$ cat src/rtl/rtc_pkg.sv
package rtc_pkg;
  localparam int unsigned RTC_AW = 12;
  localparam int unsigned RTC_DW = 32;

  // byte offsets of the defined registers
  localparam int unsigned OFF_CNT   = 'h00;
  localparam int unsigned OFF_MATCH = 'h04;
  localparam int unsigned OFF_LOAD  = 'h08;
  localparam int unsigned OFF_CTRL  = 'h0C;
  localparam int unsigned OFF_MASK  = 'h10;
  localparam int unsigned OFF_RAW   = 'h14;
  localparam int unsigned OFF_MIS   = 'h18;
  localparam int unsigned OFF_CLR   = 'h1C;
  localparam int unsigned ID_WORDS  = 8;

  typedef struct packed {
    logic match_we;
    logic load_we;
    logic mask_we;
    logic clr_we;
  } rtc_wr_t;

  function automatic logic [7:0] id_byte(input logic [2:0] idx);
    case (idx)
      3'd0:    id_byte = 8'h31;
      3'd1:    id_byte = 8'h10;
      3'd2:    id_byte = 8'h14;
      3'd3:    id_byte = 8'h00;
      3'd4:    id_byte = 8'h0D;
      3'd5:    id_byte = 8'hF0;
      3'd6:    id_byte = 8'h05;
      default: id_byte = 8'hB1;
    endcase
  endfunction
endpackage

$ cat src/rtl/rtc_counter.sv
module rtc_counter #(
  parameter int unsigned DW = rtc_pkg::RTC_DW
) (
  input  logic          clk_i,
  input  logic          rst_ni,
  input  logic          tick_i,
  input  logic          load_we_i,
  input  logic          match_we_i,
  input  logic [DW-1:0] wdata_i,
  output logic [DW-1:0] cnt_o,
  output logic [DW-1:0] lr_o,
  output logic [DW-1:0] mr_o,
  output logic          hit_o
);
  logic [DW-1:0] cnt_q, lr_q, mr_q, cnt_nxt;

  assign cnt_nxt = cnt_q + DW'(1);
  // alarm fires on the increment that lands on the match value
  assign hit_o   = tick_i && !load_we_i && (cnt_nxt == mr_q);

  always_ff @(posedge clk_i or negedge rst_ni) begin
    if (!rst_ni) begin
      cnt_q <= '0;
      lr_q  <= '0;
      mr_q  <= '0;
    end else begin
      if (load_we_i) begin
        cnt_q <= wdata_i;
        lr_q  <= wdata_i;
      end else if (tick_i) begin
        cnt_q <= cnt_nxt;
      end
      if (match_we_i) mr_q <= wdata_i;
    end
  end

  assign cnt_o = cnt_q;
  assign lr_o  = lr_q;
  assign mr_o  = mr_q;
endmodule

$ cat src/rtl/rtc_irq.sv
module rtc_irq (
  input  logic clk_i,
  input  logic rst_ni,
  input  logic hit_i,
  input  logic clr_we_i,
  input  logic mask_we_i,
  input  logic mask_d_i,
  output logic raw_o,
  output logic mask_o,
  output logic irq_o
);
  logic raw_q, mask_q;

  always_ff @(posedge clk_i or negedge rst_ni) begin
    if (!rst_ni) begin
      raw_q  <= 1'b0;
      mask_q <= 1'b0;
    end else begin
      // set has priority over a same-cycle clear
      if (hit_i)         raw_q <= 1'b1;
      else if (clr_we_i) raw_q <= 1'b0;
      if (mask_we_i)     mask_q <= mask_d_i;
    end
  end

  assign raw_o  = raw_q;
  assign mask_o = mask_q;
  assign irq_o  = raw_q & mask_q;
endmodule

$ cat src/rtl/rtc_regif.sv
module rtc_regif
  import rtc_pkg::*;
#(
  parameter int unsigned AW = RTC_AW,
  parameter int unsigned DW = RTC_DW
) (
  input  logic          clk_i,
  input  logic          rst_ni,
  input  logic          sel_i,
  input  logic          wr_i,
  input  logic [AW-1:0] addr_i,
  input  logic [DW-1:0] cnt_i,
  input  logic [DW-1:0] lr_i,
  input  logic [DW-1:0] mr_i,
  input  logic          raw_i,
  input  logic          mask_i,
  output rtc_wr_t       wr_o,
  output logic [DW-1:0] rdata_o,
  output logic          err_o
);
  localparam int unsigned WIDX_W  = AW - 2;
  localparam int unsigned ID_BASE = (1 << AW) - 4 * ID_WORDS;

  logic [WIDX_W-1:0] widx;
  logic              aligned, in_id, rd_acc, wr_acc, legal_rd, legal_wr;
  logic [DW-1:0]     rd_val, rdata_q;
  logic              err_q;

  assign widx    = addr_i[AW-1:2];
  assign aligned = (addr_i[1:0] == 2'b00);
  assign in_id   = (widx >= WIDX_W'(ID_BASE >> 2));
  assign rd_acc  = sel_i && !wr_i;
  assign wr_acc  = sel_i && wr_i;

  always_comb begin
    rd_val   = '0;
    legal_rd = 1'b1;
    legal_wr = 1'b0;
    if (!aligned) begin
      legal_rd = 1'b0;
    end else if (in_id) begin
      rd_val = DW'(id_byte(widx[2:0]));
    end else begin
      case (widx)
        WIDX_W'(OFF_CNT >> 2):   rd_val = cnt_i;
        WIDX_W'(OFF_MATCH >> 2): begin rd_val = mr_i; legal_wr = 1'b1; end
        WIDX_W'(OFF_LOAD >> 2):  begin rd_val = lr_i; legal_wr = 1'b1; end
        WIDX_W'(OFF_CTRL >> 2):  begin rd_val = DW'(1); legal_wr = 1'b1; end
        WIDX_W'(OFF_MASK >> 2):  begin rd_val = DW'(mask_i); legal_wr = 1'b1; end
        WIDX_W'(OFF_RAW >> 2):   rd_val = DW'(raw_i);
        WIDX_W'(OFF_MIS >> 2):   rd_val = DW'(raw_i & mask_i);
        WIDX_W'(OFF_CLR >> 2):   begin legal_rd = 1'b0; legal_wr = 1'b1; end
        default:                 legal_rd = 1'b0;
      endcase
    end
  end

  always_comb begin
    wr_o          = '0;
    wr_o.match_we = wr_acc && legal_wr && (widx == WIDX_W'(OFF_MATCH >> 2));
    wr_o.load_we  = wr_acc && legal_wr && (widx == WIDX_W'(OFF_LOAD >> 2));
    wr_o.mask_we  = wr_acc && legal_wr && (widx == WIDX_W'(OFF_MASK >> 2));
    wr_o.clr_we   = wr_acc && legal_wr && (widx == WIDX_W'(OFF_CLR >> 2));
  end

  always_ff @(posedge clk_i or negedge rst_ni) begin
    if (!rst_ni) begin
      rdata_q <= '0;
      err_q   <= 1'b0;
    end else begin
      rdata_q <= (rd_acc && legal_rd) ? rd_val : '0;
      err_q   <= (rd_acc && !legal_rd) || (wr_acc && !legal_wr);
    end
  end

  assign rdata_o = rdata_q;
  assign err_o   = err_q;
endmodule

$ cat src/rtl/sec_rtc.sv
module sec_rtc
  import rtc_pkg::*;
#(
  parameter int unsigned AW = RTC_AW,
  parameter int unsigned DW = RTC_DW
) (
  input  logic          clk_i,
  input  logic          rst_ni,
  input  logic          tick_i,
  input  logic          sel_i,
  input  logic          wr_i,
  input  logic [AW-1:0] addr_i,
  input  logic [DW-1:0] wdata_i,
  output logic [DW-1:0] rdata_o,
  output logic          err_o,
  output logic          irq_o
);
  rtc_wr_t       wr_s;
  logic [DW-1:0] cnt, lr, mr;
  logic          hit, raw, mask;

  rtc_counter #(.DW(DW)) u_cnt (
    .clk_i      (clk_i),
    .rst_ni     (rst_ni),
    .tick_i     (tick_i),
    .load_we_i  (wr_s.load_we),
    .match_we_i (wr_s.match_we),
    .wdata_i    (wdata_i),
    .cnt_o      (cnt),
    .lr_o       (lr),
    .mr_o       (mr),
    .hit_o      (hit)
  );

  rtc_irq u_irq (
    .clk_i     (clk_i),
    .rst_ni    (rst_ni),
    .hit_i     (hit),
    .clr_we_i  (wr_s.clr_we),
    .mask_we_i (wr_s.mask_we),
    .mask_d_i  (wdata_i[0]),
    .raw_o     (raw),
    .mask_o    (mask),
    .irq_o     (irq_o)
  );

  rtc_regif #(.AW(AW), .DW(DW)) u_regif (
    .clk_i   (clk_i),
    .rst_ni  (rst_ni),
    .sel_i   (sel_i),
    .wr_i    (wr_i),
    .addr_i  (addr_i),
    .cnt_i   (cnt),
    .lr_i    (lr),
    .mr_i    (mr),
    .raw_i   (raw),
    .mask_i  (mask),
    .wr_o    (wr_s),
    .rdata_o (rdata_o),
    .err_o   (err_o)
  );
endmodule

$ cat config.mk
export PLATFORM = sky130hd
export DESIGN_NAME = sec_rtc
export DESIGN_NICKNAME = d
export VERILOG_FILES = /design/src/rtl/rtc_pkg.sv /design/src/rtl/rtc_counter.sv /design/src/rtl/rtc_irq.sv /design/src/rtl/rtc_regif.sv /design/src/rtl/sec_rtc.sv
export SDC_FILE = /design/constraint.sdc
export NUM_CORES = 1
export LEC_CHECK = 0
export ABC_AREA = 1
export BUFFER_PORTS_ARGS = -buffer_cell sky130_fd_sc_hd__buf_2
export CAP_MARGIN = 20
export CORE_MARGIN = 3
export CORE_UTILIZATION = 25
export DETAILED_ROUTE_END_ITERATION = 7
export PLACE_DENSITY_LB_ADDON = 0.25
export SETUP_SLACK_MARGIN = 0.5
export SLEW_MARGIN = 20
export SYNTH_ARGS = -nofsm -noshare
export SYNTH_HDL_FRONTEND = slang
export SYNTH_SLANG_ARGS = --single-unit
$ cat constraint.sdc
create_clock -name clk_i -period 2.8 [get_ports clk_i]
set_clock_uncertainty 0.15 [all_clocks]
set_input_delay 0.42 -clock clk_i [delete_from_list [all_inputs] [get_ports clk_i]]
set_output_delay 0.42 -clock clk_i [all_outputs]
set_load 0.01 [all_outputs]
==> metrics.txt, run 1 <==
outcome complete, no violations; Post-Route Setup TNS 0 ns; Synth cell types between 40 and 50; crit path DAT roughly 2.4 ns; unrepaired setup endpoints after global routing true; FF-to-FF End u_irq.raw_o$_DFFE_PN0P_; Die W 176 um; initial antenna violation count 0; largest family of logic cells by synthesized area simple AND/OR/NAND/NOR gates; Max VDD drop 0.420 mV; r2r worst-path depth 14; Final nets roughly 1100; crit path max fanout 4; PwrDens roughly 560 nW/um^2; hold path endpoint u_cnt.mr_o[8]$_DFFE_PN0P_; CTS tree built; dpl hpwl approximately 18 mm; Setup Viol. Count Final 0; Util after Layout 0.318; Area after DPL 8180 um^2; area occupied by multi-input gates between 3000 and 4000 um^2; Slowest Stage Delay on Critical Path 0.36 ns; Syn Area/Cell approximately 7.5 um^2; number of fill cells 3035; most common cell after layout, fill and taps aside nand2_1; post-place setup slack 0.110 ns; switching power between 1 and 1.5 mW; Area Growth Syn to Fin 23.6%; antenna viol nets, final 0; first-pass GRT wire length 38.5 mm; Starting Density 0.257; Post-synth EDFFs 0; WHS Path Cells 2; post-layout instance area a little under 9000 um^2; fmax approximately 0.45 GHz; post-synthesis mux area share 0.0145; Logic pwr share 0.131; die area slightly above 30000 um^2; XOR/XNOR Fraction of Synth Area 0.00917; Worst slew margin 0.560; FF-to-FF setup slack ~0.58 ns; diode count 0; register share of total power 0.422; Post-Layout Cell Count roughly 1500; internal power roughly 3.6 mW; WS Path Type flop to flop; type of origin of the critical path flop; Switching Fraction 0.284; Clock Path Buffers 2; vias in the first global route 6676; clk root buf clkbuf_16; Post-Syn Area between 7000 and 8000 um^2; grt ovf 0; synth warn 0; Vias/cell between 4 and 5; WL/cell between 15 and 20 um; simple-gate share of the synthesized area 0.312; Mapped Nets approximately 1000; CP endpoint kind flop; share of layout cells above drive strength 1 0.183; Hold Slack approximately 0.10 ns; DRC violations left 0; gpl congestion 0.870; drt first pass iters 5; Synth Area in Compound Gates 0.126; IO Port Bufs between 80 and 90; Clock Power Share 0.447; drt first-iter violations around 540; Die Ht roughly 180 um; CTS H-Tree Depth 4; I/O pin count 83; Worst-Skew Late Latency about 0.42 ns; register area share after synthesis 0.453; final setup margin slightly below 0.6 ns; min cycle time layout roughly 2.2 ns; Total GRT Usage 0.160; Worst-path clk slew approximately 0.060 ns; Worst-Margin Slew ~0.66 ns; Pwr Total around 5.0 mW; final hold vios 0; most frequent cells in the layout 282 x nand2_1, 128 x dfrtp_1, 107 x inv_1, 100 x nor2_1, 81 x buf_2; Hold WC Path Type input port to flop; sequential cell area around 3300 um^2; Synth Register Bits approximately 130; CP cell instances buf_4, inv_1, nor2_4, buf_4, nand3_2, nand2_1, nand2_1, nand2_1, nand2_1, nor2_1, nand2_1, nor2_1, nand3_1, o21bai_1; hold_sp wdata_i[8]; max-slew violation count 0; Static Leak roughly 4.4 nW; Reg-to-Reg Start u_cnt.cnt_o[1]$_DFFE_PN0P_; Num CTS Buffers 17; Syn Inst Count roughly 970; Async S/R FF share, synth 1.00; DR vias 6863; adder-cell share of the synthesized area 0.00173; routed wire length 24.7 mm; period utilization 0.794; Critical Path RT between 2 and 3 ns; Placed Cells 1424; largest net degree at the start of global routing 64; Slowest cell on crit path dfrtp_1; Sink Count 131; Most used DFF post-synth dfrtp_1; Core Rows 61; Max Cap Violations 0; core area about 28000 um^2; CP most frequent cell nand2_1
==> state kept, by name, indices dropped and copies added (netlist names) <==
| signal | count |
|---|---|
| u_cnt.cnt_o | 32 |
| u_cnt.lr_o | 32 |
| u_cnt.mr_o | 32 |
| u_irq.mask_o | 1 |
| u_irq.raw_o | 1 |
| u_regif.err_o | 1 |
| u_regif.rdata_o | 32 |
==> layer usage <==
metal | up-vias | track usage | wire [um]
met5 | - | 0 | 0
met4 | 0 | 0.0406 | 360
met2 | 181 | 0.246 | 10900
met1 | 3264 | 0.231 | 12200
li1 | 3391 | - | -
met3 | 27 | 0.0312 | 1240
==> what timing repair did <==
action,4_1_cts,5_1_grt
hold buffers,1,0
gates resized for setup,14,22
setup endpoints to repair,2,1
buffers inserted,3,4
endpoints found under the hold margin,58,0
pin swaps,4,6
==> cell families after synthesis <==
logic type	count (synthesis)
flops	131
simple gates	533
fa+ha+maj	1
mux	7
xor+xnor	6
buf+inv	142
compound gates	148
==> Yosys cell counts (all sizes together), types with 2 or more instances <==
| cell type | n | area [um^2] |
|---|---|---|
| nand3b | 4 | 30.0 |
| nor3 | 24 | 120 |
| a31oi | 2 | 12.5 |
| o21ai | 32 | 160 |
| dfrtp | 131 | 3280 |
| nand2 | 287 | 1080 |
| a21oi | 47 | 235 |
| o221ai | 19 | 166 |
| and2 | 2 | 12.5 |
| o32ai | 2 | 17.5 |
| buf | 21 | 143 |
| clkbuf | 9 | 33.8 |
| nor2 | 123 | 499 |
| mux2 | 7 | 105 |
| o211ai | 15 | 113 |
| nand4 | 3 | 33.8 |
| inv | 111 | 417 |
| xor2 | 2 | 17.5 |
| nand3 | 88 | 465 |
| a221oi | 4 | 35.0 |
| o22ai | 23 | 144 |
| xnor2 | 3 | 26.3 |
==> worst max path at each step <==
| stage | end | cells past startpoint | start | slack [ns] |
|---|---|---|---|---|
| after floorplan | u_irq.raw_o$_DFFE_PN0P_ | 13 | u_cnt.cnt_o[0]$_DFFE_PN0P_ | 0.71 |
| after global placement | u_irq.raw_o$_DFFE_PN0P_ | 13 | u_cnt.cnt_o[0]$_DFFE_PN0P_ | 0.18 |
| after detailed placement | u_irq.raw_o$_DFFE_PN0P_ | 13 | u_cnt.cnt_o[0]$_DFFE_PN0P_ | 0.11 |
| after CTS | u_irq.raw_o$_DFFE_PN0P_ | 14 | u_cnt.cnt_o[1]$_DFFE_PN0P_ | 0.51 |
| after global routing | u_irq.raw_o$_DFFE_PN0P_ | 15 | u_cnt.cnt_o[1]$_DFFE_PN0P_ | 0.45 |
| final | u_irq.raw_o$_DFFE_PN0P_ | 14 | u_cnt.cnt_o[1]$_DFFE_PN0P_ | 0.58 |
==> power by group through the flow <==
stage,Sequential (mW),Clock [mW],Combinational (mW)
2_1_floorplan,2.10,0,0.412
3_3_place_gp,2.15,0,0.603
3_5_place_dp,2.15,0,0.607
4_1_cts,2.11,2.28,0.626
5_1_grt,2.13,2.37,0.751
6_report,2.12,2.25,0.659
==> critical path: cells and delay by family, from the launching register on <==
family                 cells  cell delay (ns)
buffers and inverters      3             0.35
DFF                        1             0.36
and+or+nand+nor           10             1.11
AOI/OAI and AO/OA          1             0.17
==> final cells by class <==
class                           count  area share
Multi-Input combinational cell    695       0.389
Sequential cell                   131       0.367
Timing Repair Buffer              116      0.0796
Tap cell                          378      0.0529
Clock buffer                       21      0.0526
Inverter                          112      0.0470
Clock inverter                     11      0.0122
No activity file was read; power rests on OpenSTA's default activity.
==> run 2: changes to the inputs <==
--- a/config.mk
+++ b/config.mk
@@ -5,7 +5,7 @@
 export SDC_FILE = /design/constraint.sdc
 export NUM_CORES = 1
 export LEC_CHECK = 0
-export ABC_AREA = 1
+export ABC_AREA = 0
 export BUFFER_PORTS_ARGS = -buffer_cell sky130_fd_sc_hd__buf_2
 export CAP_MARGIN = 20
 export CORE_MARGIN = 3
==> constraint.sdc (replaced) <==
create_clock -name clk_i -period 2.2 [get_ports clk_i]
set_clock_uncertainty 0.15 [all_clocks]
set_input_delay 0.33 -clock clk_i [delete_from_list [all_inputs] [get_ports clk_i]]
set_output_delay 0.33 -clock clk_i [all_outputs]
set_load 0.01 [all_outputs]
==> metrics.txt, run 2 <==
Syn Inst Count 782 (-19%); CTS tree built; cell taking the most area after synthesis dfrtp_1; Post-Layout Cell Count 1407 (-3.9%); min cycle time layout 2.44 ns (+0.219 ns); Hold WC Path Type input port to flop; Max Cap Violations 0 (unchanged); post-place setup slack -0.599 ns (-0.710 ns); fmax 0.410 GHz (-9.0%); most common cell in the netlist nand2_1; Final nets 1060 (-5.6%); type of origin of the critical path flop; Post-synth EDFFs 0 (unchanged); PwrDens 601 nW/um^2 (+6.9%); Area Growth Syn to Fin 59.1%; drt first-iter violations 283 (-48%); r2r worst-path depth 9 (-5); dpl hpwl 16.7 mm (-7.5%); period utilization 1.11 (+0.316); Worst slew margin 0.555 (-0.00476); first-pass GRT wire length 40.0 mm (+4.0%); initial antenna violation count 0 (unchanged); Hold Slack 0.00641 ns (-0.0935 ns); CP most frequent cell buf_6; failing checks negative setup slack; outcome finished, violations left; WL/cell 18.2 um (+8.1%); CTS H-Tree Depth 4 (unchanged); Die W 178 um (+0.87%); Max VDD drop 0.579 mV (+38%); share of layout cells above drive strength 1 0.479 (+0.296); largest net degree at the start of global routing 42 (-34%); Worst-Skew Late Latency 0.43 ns (about the same); Sink Count 131 (unchanged); die area 31500 um^2 (+1.7%); crit path max fanout 4 (unchanged); most common cell after layout, fill and taps aside dfrtp_1; Synth cell types 64 (+56%); Static Leak 5.50 nW (+26%); final setup margin -0.241 ns (-0.819 ns); Critical Path RT 2.40 ns (-0.59 ns); I/O pin count 83 (unchanged); gpl congestion 0.813 (-6.5%); routed wire length 25.7 mm (+3.9%); FF-to-FF setup slack -0.24 ns (-0.82 ns); Syn Area/Cell 9.42 um^2 (+26%); internal power 5.10 mW (+42%); Mapped Nets 832 (-18%); Num CTS Buffers 17 (unchanged); switching power 1.94 mW (+36%); grt ovf 0 (unchanged); top cells by count, synth 132 x nand2_1, 131 x dfrtp_1, 74 x nor2_1; WS Path Type flop to flop; drt first pass iters 5 (unchanged); vias in the first global route 6757 (+1.2%); max-slew violation count 0 (unchanged); diode count 0 (unchanged); hold path endpoint u_cnt.cnt_o[21]$_DFFE_PN0P_; hold_sp wdata_i[21]; CP cell instances buf_6, nand3_4, buf_6, nor4_4, xnor2_2, a2111oi_4, nor4b_4, nand4_1, o21ai_1; Vias/cell 4.71 (+0.56%); register share of total power 0.366 (-0.056); Worst-Margin Slew 0.665 ns (+0.00627 ns); antenna viol nets, final 0 (unchanged); Synth Register Bits 131 (unchanged); DR vias 6633 (-3.4%); crit path DAT 2.64 ns (+0.23 ns); Util after Layout 0.406 (+0.0885); Die Ht 178 um (+0.87%); Placed Cells 1312 (-7.9%); Post-Syn Area 7360 um^2 (+1.8%); post-synth top area share 0.445 (-0.00801); unrepaired setup endpoints after global routing true; DRC violations left 0 (unchanged); Clock Power Share 0.441 (-0.006); CP endpoint kind flop; IO Port Bufs 82 (unchanged); Worst-path clk slew 0.06 ns (about the same); synth warn 0 (unchanged); Slowest Stage Delay on Critical Path 0.41 ns (+0.05 ns); Clock Path Buffers 2 (unchanged); Most used DFF post-synth dfrtp_1; clk root buf clkbuf_16; FF-to-FF End u_irq.raw_o$_DFFE_PN0P_; Switching Fraction 0.275 (-0.00864); Synth area leaders dfrtp_1 45%, nand2_1 6.7%, mux2_4 6.1%; WHS Path Cells 3 (+1); Starting Density 0.255 (-0.00167); core area 28900 um^2 (+2.5%); Reg-to-Reg Start u_cnt.cnt_o[0]$_DFFE_PN0P_; Total GRT Usage 0.166 (+0.00639); final hold vios 0 (unchanged); number of fill cells 2853 (-6.0%); most frequent cells in the layout 127 x dfrtp_1, 105 x buf_4, 79 x buf_2, 72 x nand2_1, 46 x nor2_1; Core Rows 62 (+1.6%); register area share after synthesis 0.445 (-0.00801); Setup Viol. Count Final 58 (+58); Logic pwr share 0.193 (+0.062); Async S/R FF share, synth 1.00 (unchanged); Slowest cell on crit path dfrtp_2; Post-Route Setup TNS -4.71 ns (-4.71 ns)
run 2: cell count changes after synthesis, sizes merged, moves of 25 or more:
cell,delta
inv,-104
mux2i,+29
nand3,-66
xor2,+28
nor2,-46
xnor2,+31
nand2,-155
mux2,+25
run 2: how the worst max path moves through the flow:
| stage | start | slack (ns) | to | depth (start not counted) |
|---|---|---|---|---|
| 5_1_grt | u_cnt.cnt_o[8]$_DFFE_PN0P_ | -0.40 | u_irq.raw_o$_DFFE_PN0P_ | 8 |
| 3_5_place_dp | u_cnt.cnt_o[0]$_DFFE_PN0P_ | -0.60 | u_irq.raw_o$_DFFE_PN0P_ | 8 |
| 4_1_cts | u_cnt.cnt_o[1]$_DFFE_PN0P_ | -0.33 | u_irq.raw_o$_DFFE_PN0P_ | 10 |
| 3_3_place_gp | u_cnt.cnt_o[0]$_DFFE_PN0P_ | -0.53 | u_irq.raw_o$_DFFE_PN0P_ | 8 |
| 2_1_floorplan | addr_i[10] | -0.39 | u_cnt.mr_o[10]$_DFFE_PN0P_ | 9 |
| 6_report | u_cnt.cnt_o[0]$_DFFE_PN0P_ | -0.24 | u_irq.raw_o$_DFFE_PN0P_ | 9 |
run 2: cell families (layout without fill, tap and decap cells):
group	after synthesis	count (layout)	share of synthesized area
buffers and inverters	64	305	0.0440
muxes	61	61	0.104
AOI/OAI and AO/OA	135	135	0.111
xor gates and xnor gates	64	64	0.0761
adders and majority gates	1	1	0.00170
DFF	131	131	0.445
and+or+nand+nor	326	326	0.218
run 2: metrics by stage:
step	total power, mW	area (um^2)
CTS	6.98	11100
floorplan	3.17	7520
finish	7.04	11700
global placement	3.72	9070
global route	7.33	11700
detailed placement	3.73	9070
run 2: routing by layer:
metal | vias to the layer above | part of all wire | GRT usage
li1 | 3195 | - | -
met1 | 3326 | 0.46 | 0.222
met2 | 84 | 0.50 | 0.274
met3 | 28 | 0.023 | 0.0289
met4 | 0 | 0.017 | 0.0520
met5 | - | 0 | 0
run 2: repair_timing:
item / CTS / global route
setup endpoints to repair: 131 / 131
cloned: 15 / 0
pin swaps: 68 / 42
gates resized for setup: 208 / 111
hold buffers: 15 / 2
buffers inserted: 17 / 14
hold endpoints to repair: 51 / 3
run 2: worst max-delay path: cells and delay by family, from the launching register on:
kind            cells  cell delay, ns
compound gates      2            0.53
xor+xnor            1            0.12
buf+inv             2            0.26
flops               1            0.41
simple gates        4            0.91
run 2: layout make-up:
class / count / area, um^2 / area share
Clock buffer: 20 / 457 / 0.0390
Clock inverter: 12 / 176 / 0.0151
Inverter: 7 / 28.8 / 0.00246
Multi-Input combinational cell: 587 / 4800 / 0.410
Sequential cell: 131 / 3280 / 0.280
Tap cell: 384 / 480 / 0.0410
Timing Repair Buffer: 266 / 2490 / 0.213
run 2: power groups by stage:
| stage | clock network, mW | registers (mW) | logic, mW |
|---|---|---|---|
| after global routing | 3.28 | 2.58 | 1.47 |
| final | 3.10 | 2.58 | 1.36 |
| after detailed placement | 0 | 2.59 | 1.14 |
| after floorplan | 0 | 2.57 | 0.602 |
| after global placement | 0 | 2.60 | 1.12 |
| after CTS | 3.17 | 2.56 | 1.25 |
==> run 3: changes to the inputs <==
--- a/config.mk
+++ b/config.mk
@@ -8,6 +8,8 @@
 export ABC_AREA = 0
 export BUFFER_PORTS_ARGS = -buffer_cell sky130_fd_sc_hd__buf_2
 export CAP_MARGIN = 20
+export CELL_PAD_IN_SITES_DETAIL_PLACEMENT = 1
+export CELL_PAD_IN_SITES_GLOBAL_PLACEMENT = 1
 export CORE_MARGIN = 3
 export CORE_UTILIZATION = 25
 export DETAILED_ROUTE_END_ITERATION = 7
@@ -17,3 +19,4 @@
 export SYNTH_ARGS = -nofsm -noshare
 export SYNTH_HDL_FRONTEND = slang
 export SYNTH_SLANG_ARGS = --single-unit
+export TNS_END_PERCENT = 1
==> metrics.txt, run 3 (synthesis results as in run 2) <==
outcome finished, violations left; failing checks negative setup slack; share of layout cells above drive strength 1 0.387 (-0.0925); drt first pass iters 6 (+1); Hold Slack 0.0119 ns (+0.00550 ns); Area Growth Syn to Fin 42.8%; CP most frequent cell buf_4; fmax 0.385 GHz (-6.1%); final hold vios 0 (unchanged); Worst slew margin 0.618 (+0.0624); initial antenna violation count 0 (unchanged); CP endpoint kind flop; largest net degree at the start of global routing 42 (unchanged); Die Ht 178 um (unchanged); PwrDens 660 nW/um^2 (+10%); routed wire length 25.1 mm (-2.2%); Worst-path clk slew 0.06 ns (about the same); r2r worst-path depth 10 (+1); Setup Viol. Count Final 36 (-38%); FF-to-FF End u_irq.raw_o$_DFFE_PN0P_; CTS tree built; antenna viol nets, final 0 (unchanged); gr busiest metal met2; most common cell after layout, fill and taps aside buf_4; Static Leak 5.04 nW (-8.3%); Total GRT Usage 0.165 (-0.00116); Worst-Margin Slew 0.573 ns (-0.0912 ns); crit path max fanout 2 (-2); final setup margin -0.398 ns (-0.157 ns); Critical Path RT 2.36 ns (-0.04 ns); Critical Path Start u_cnt.cnt_o[0]$_DFFE_PN0P_; most frequent cells in the layout 130 x buf_4, 126 x dfrtp_1, 109 x nand2_1, 80 x buf_2, 63 x nor2_1; Die W 178 um (unchanged); Max Cap Violations 0 (unchanged); Sink Count 131 (unchanged); core area 28900 um^2 (unchanged); Area after DPL 9130 um^2 (+0.73%); Max VDD drop 0.522 mV (-9.9%); Hold WC Path Type input port to flop; Num CTS Buffers 17 (unchanged); Pwr Total 6.95 mW (-1.3%); Vias/cell 4.72 (about the same); hold_sp wdata_i[21]; DRC violations left 0 (unchanged); Reg-to-Reg Start u_cnt.cnt_o[0]$_DFFE_PN0P_; DR vias 6572 (-0.92%); WS Path Type flop to flop; min cycle time layout 2.60 ns (+0.157 ns); drt first-iter violations 270 (-4.6%); type of origin of the critical path flop; gpl congestion 0.785 (-3.5%); number of fill cells 3349 (+17%); vias in the first global route 7131 (+5.5%); I/O pin count 83 (unchanged); crit path DAT 2.76 ns (+0.12 ns); IO Port Bufs 82 (unchanged); post-layout instance area 10500 um^2 (-10%); Final nets 1046 (-1.3%); Slowest Stage Delay on Critical Path 0.40 ns (about the same); Worst Setup EP u_irq.raw_o$_DFFE_PN0P_; WL/cell 18.0 um (-1.3%); CTS H-Tree Depth 4 (unchanged); first-pass GRT wire length 40.2 mm (+0.50%); grt ovf 0 (unchanged); met1 usage 0.218 (-0.00379); FF-to-FF setup slack -0.40 ns (-0.16 ns); global-route met3 utilization 0.0325 (+0.00364); die area 31500 um^2 (unchanged); Starting Density 0.255 (unchanged); Core Rows 62 (unchanged); area occupied by multi-input gates 4200 um^2 (-12%); GR Util met2 0.281 (+0.00655); Clock Path Buffers 2 (unchanged); dpl hpwl 18.5 mm (+11%); unrepaired setup endpoints after global routing true; clk root buf clkbuf_16; Worst-Skew Late Latency 0.43 ns (about the same); max-slew violation count 0 (unchanged); sequential cell area 3280 um^2 (about the same); Slowest cell on crit path o31ai_1; period utilization 1.18 (+0.0715); CP cell instances ha_2, buf_6, nand4_1, buf_4, buf_4, o31ai_1, a32oi_4, a21oi_1, a211o_1, o21ai_1; diode count 0 (unchanged)
## run 3: changes by cell type in the layout (fill, tap and decap cells not counted), moves of 5 or more
| cell | previous run | this run |
|---|---|---|
| o21ai_1 | 13 | 20 |
| buf_6 | 28 | 12 |
| buf_12 | 16 | 7 |
| nand2_4 | 31 | 13 |
| nand2_8 | 5 | 0 |
| buf_4 | 105 | 130 |
| nand2_1 | 72 | 109 |
| nor2_4 | 24 | 3 |
| nor2_1 | 46 | 63 |
| nand2_2 | 24 | 10 |
| buf_16 | 15 | 1 |
| o21ai_2 | 20 | 13 |
## run 3: stage by stage
step	TNS [ns]	cells	setup WS (ns)	utilization
2_1_floorplan	-21.88	782	-0.406	-
3_3_place_gp	-56.60	1334	-0.586	0.317
3_5_place_dp	-57.00	1334	-0.593	0.317
4_1_cts	-2.26	1389	-0.311	0.356
5_1_grt	-4.21	1393	-0.515	0.364
6_report	-2.20	1393	-0.398	0.364
## run 3: worst max-delay path: cells and delay by family (launching register included)
kind / cells / cell delay, ns
adders and majority gates: 1 / 0.21
buffers and inverters: 3 / 0.43
AOI/OAI and AO/OA: 5 / 1.13
DFF: 1 / 0.38
and+or+nand+nor: 1 / 0.17
## run 3: layer usage
metal	share of wire	wire length, um
met1	0.47	11700
met2	0.50	12600
met3	0.024	593
met4	0.010	257
met5	0	0
## run 3: worst min-delay path by stage
stage / end / slack [ns] / depth (start not counted)
detailed placement: u_regif.rdata_o[7]$_DFF_PN0_ / 0.14 / 1
finish: u_cnt.lr_o[21]$_DFFE_PN0P_ / 0.01 / 3
global placement: u_cnt.mr_o[5]$_DFFE_PN0P_ / 0.13 / 1
global route: u_cnt.mr_o[27]$_DFFE_PN0P_ / 0.01 / 2
floorplan: u_cnt.cnt_o[0]$_DFFE_PN0P_ / -0.12 / 0
CTS: u_cnt.lr_o[8]$_DFFE_PN0P_ / 0.002 / 3
## run 3: final cells by class
class / instances / area share
multi-input cells: 587 / 0.399
flip-flops and latches: 131 / 0.312
repair buffers: 252 / 0.182
well taps: 384 / 0.0457
clock buffers: 20 / 0.0434
clock inverters: 12 / 0.0148
inverters: 7 / 0.00274
## run 3: where the power goes
part           internal, mW  leakage [nW]  switching (mW)
registers              2.48          1.80          0.0890
clock network          1.85         0.296            1.20
logic                 0.656          2.94           0.675
total                  4.99          5.04            1.96
## run 3: timing repair
action                     CTS  global route
hold buffers                19             1
hold endpoints to repair    59             1
pin swaps                   11            32
cloned                       0             0
gates resized for setup     94            55
buffers inserted             4             3
setup endpoints to repair  131           131
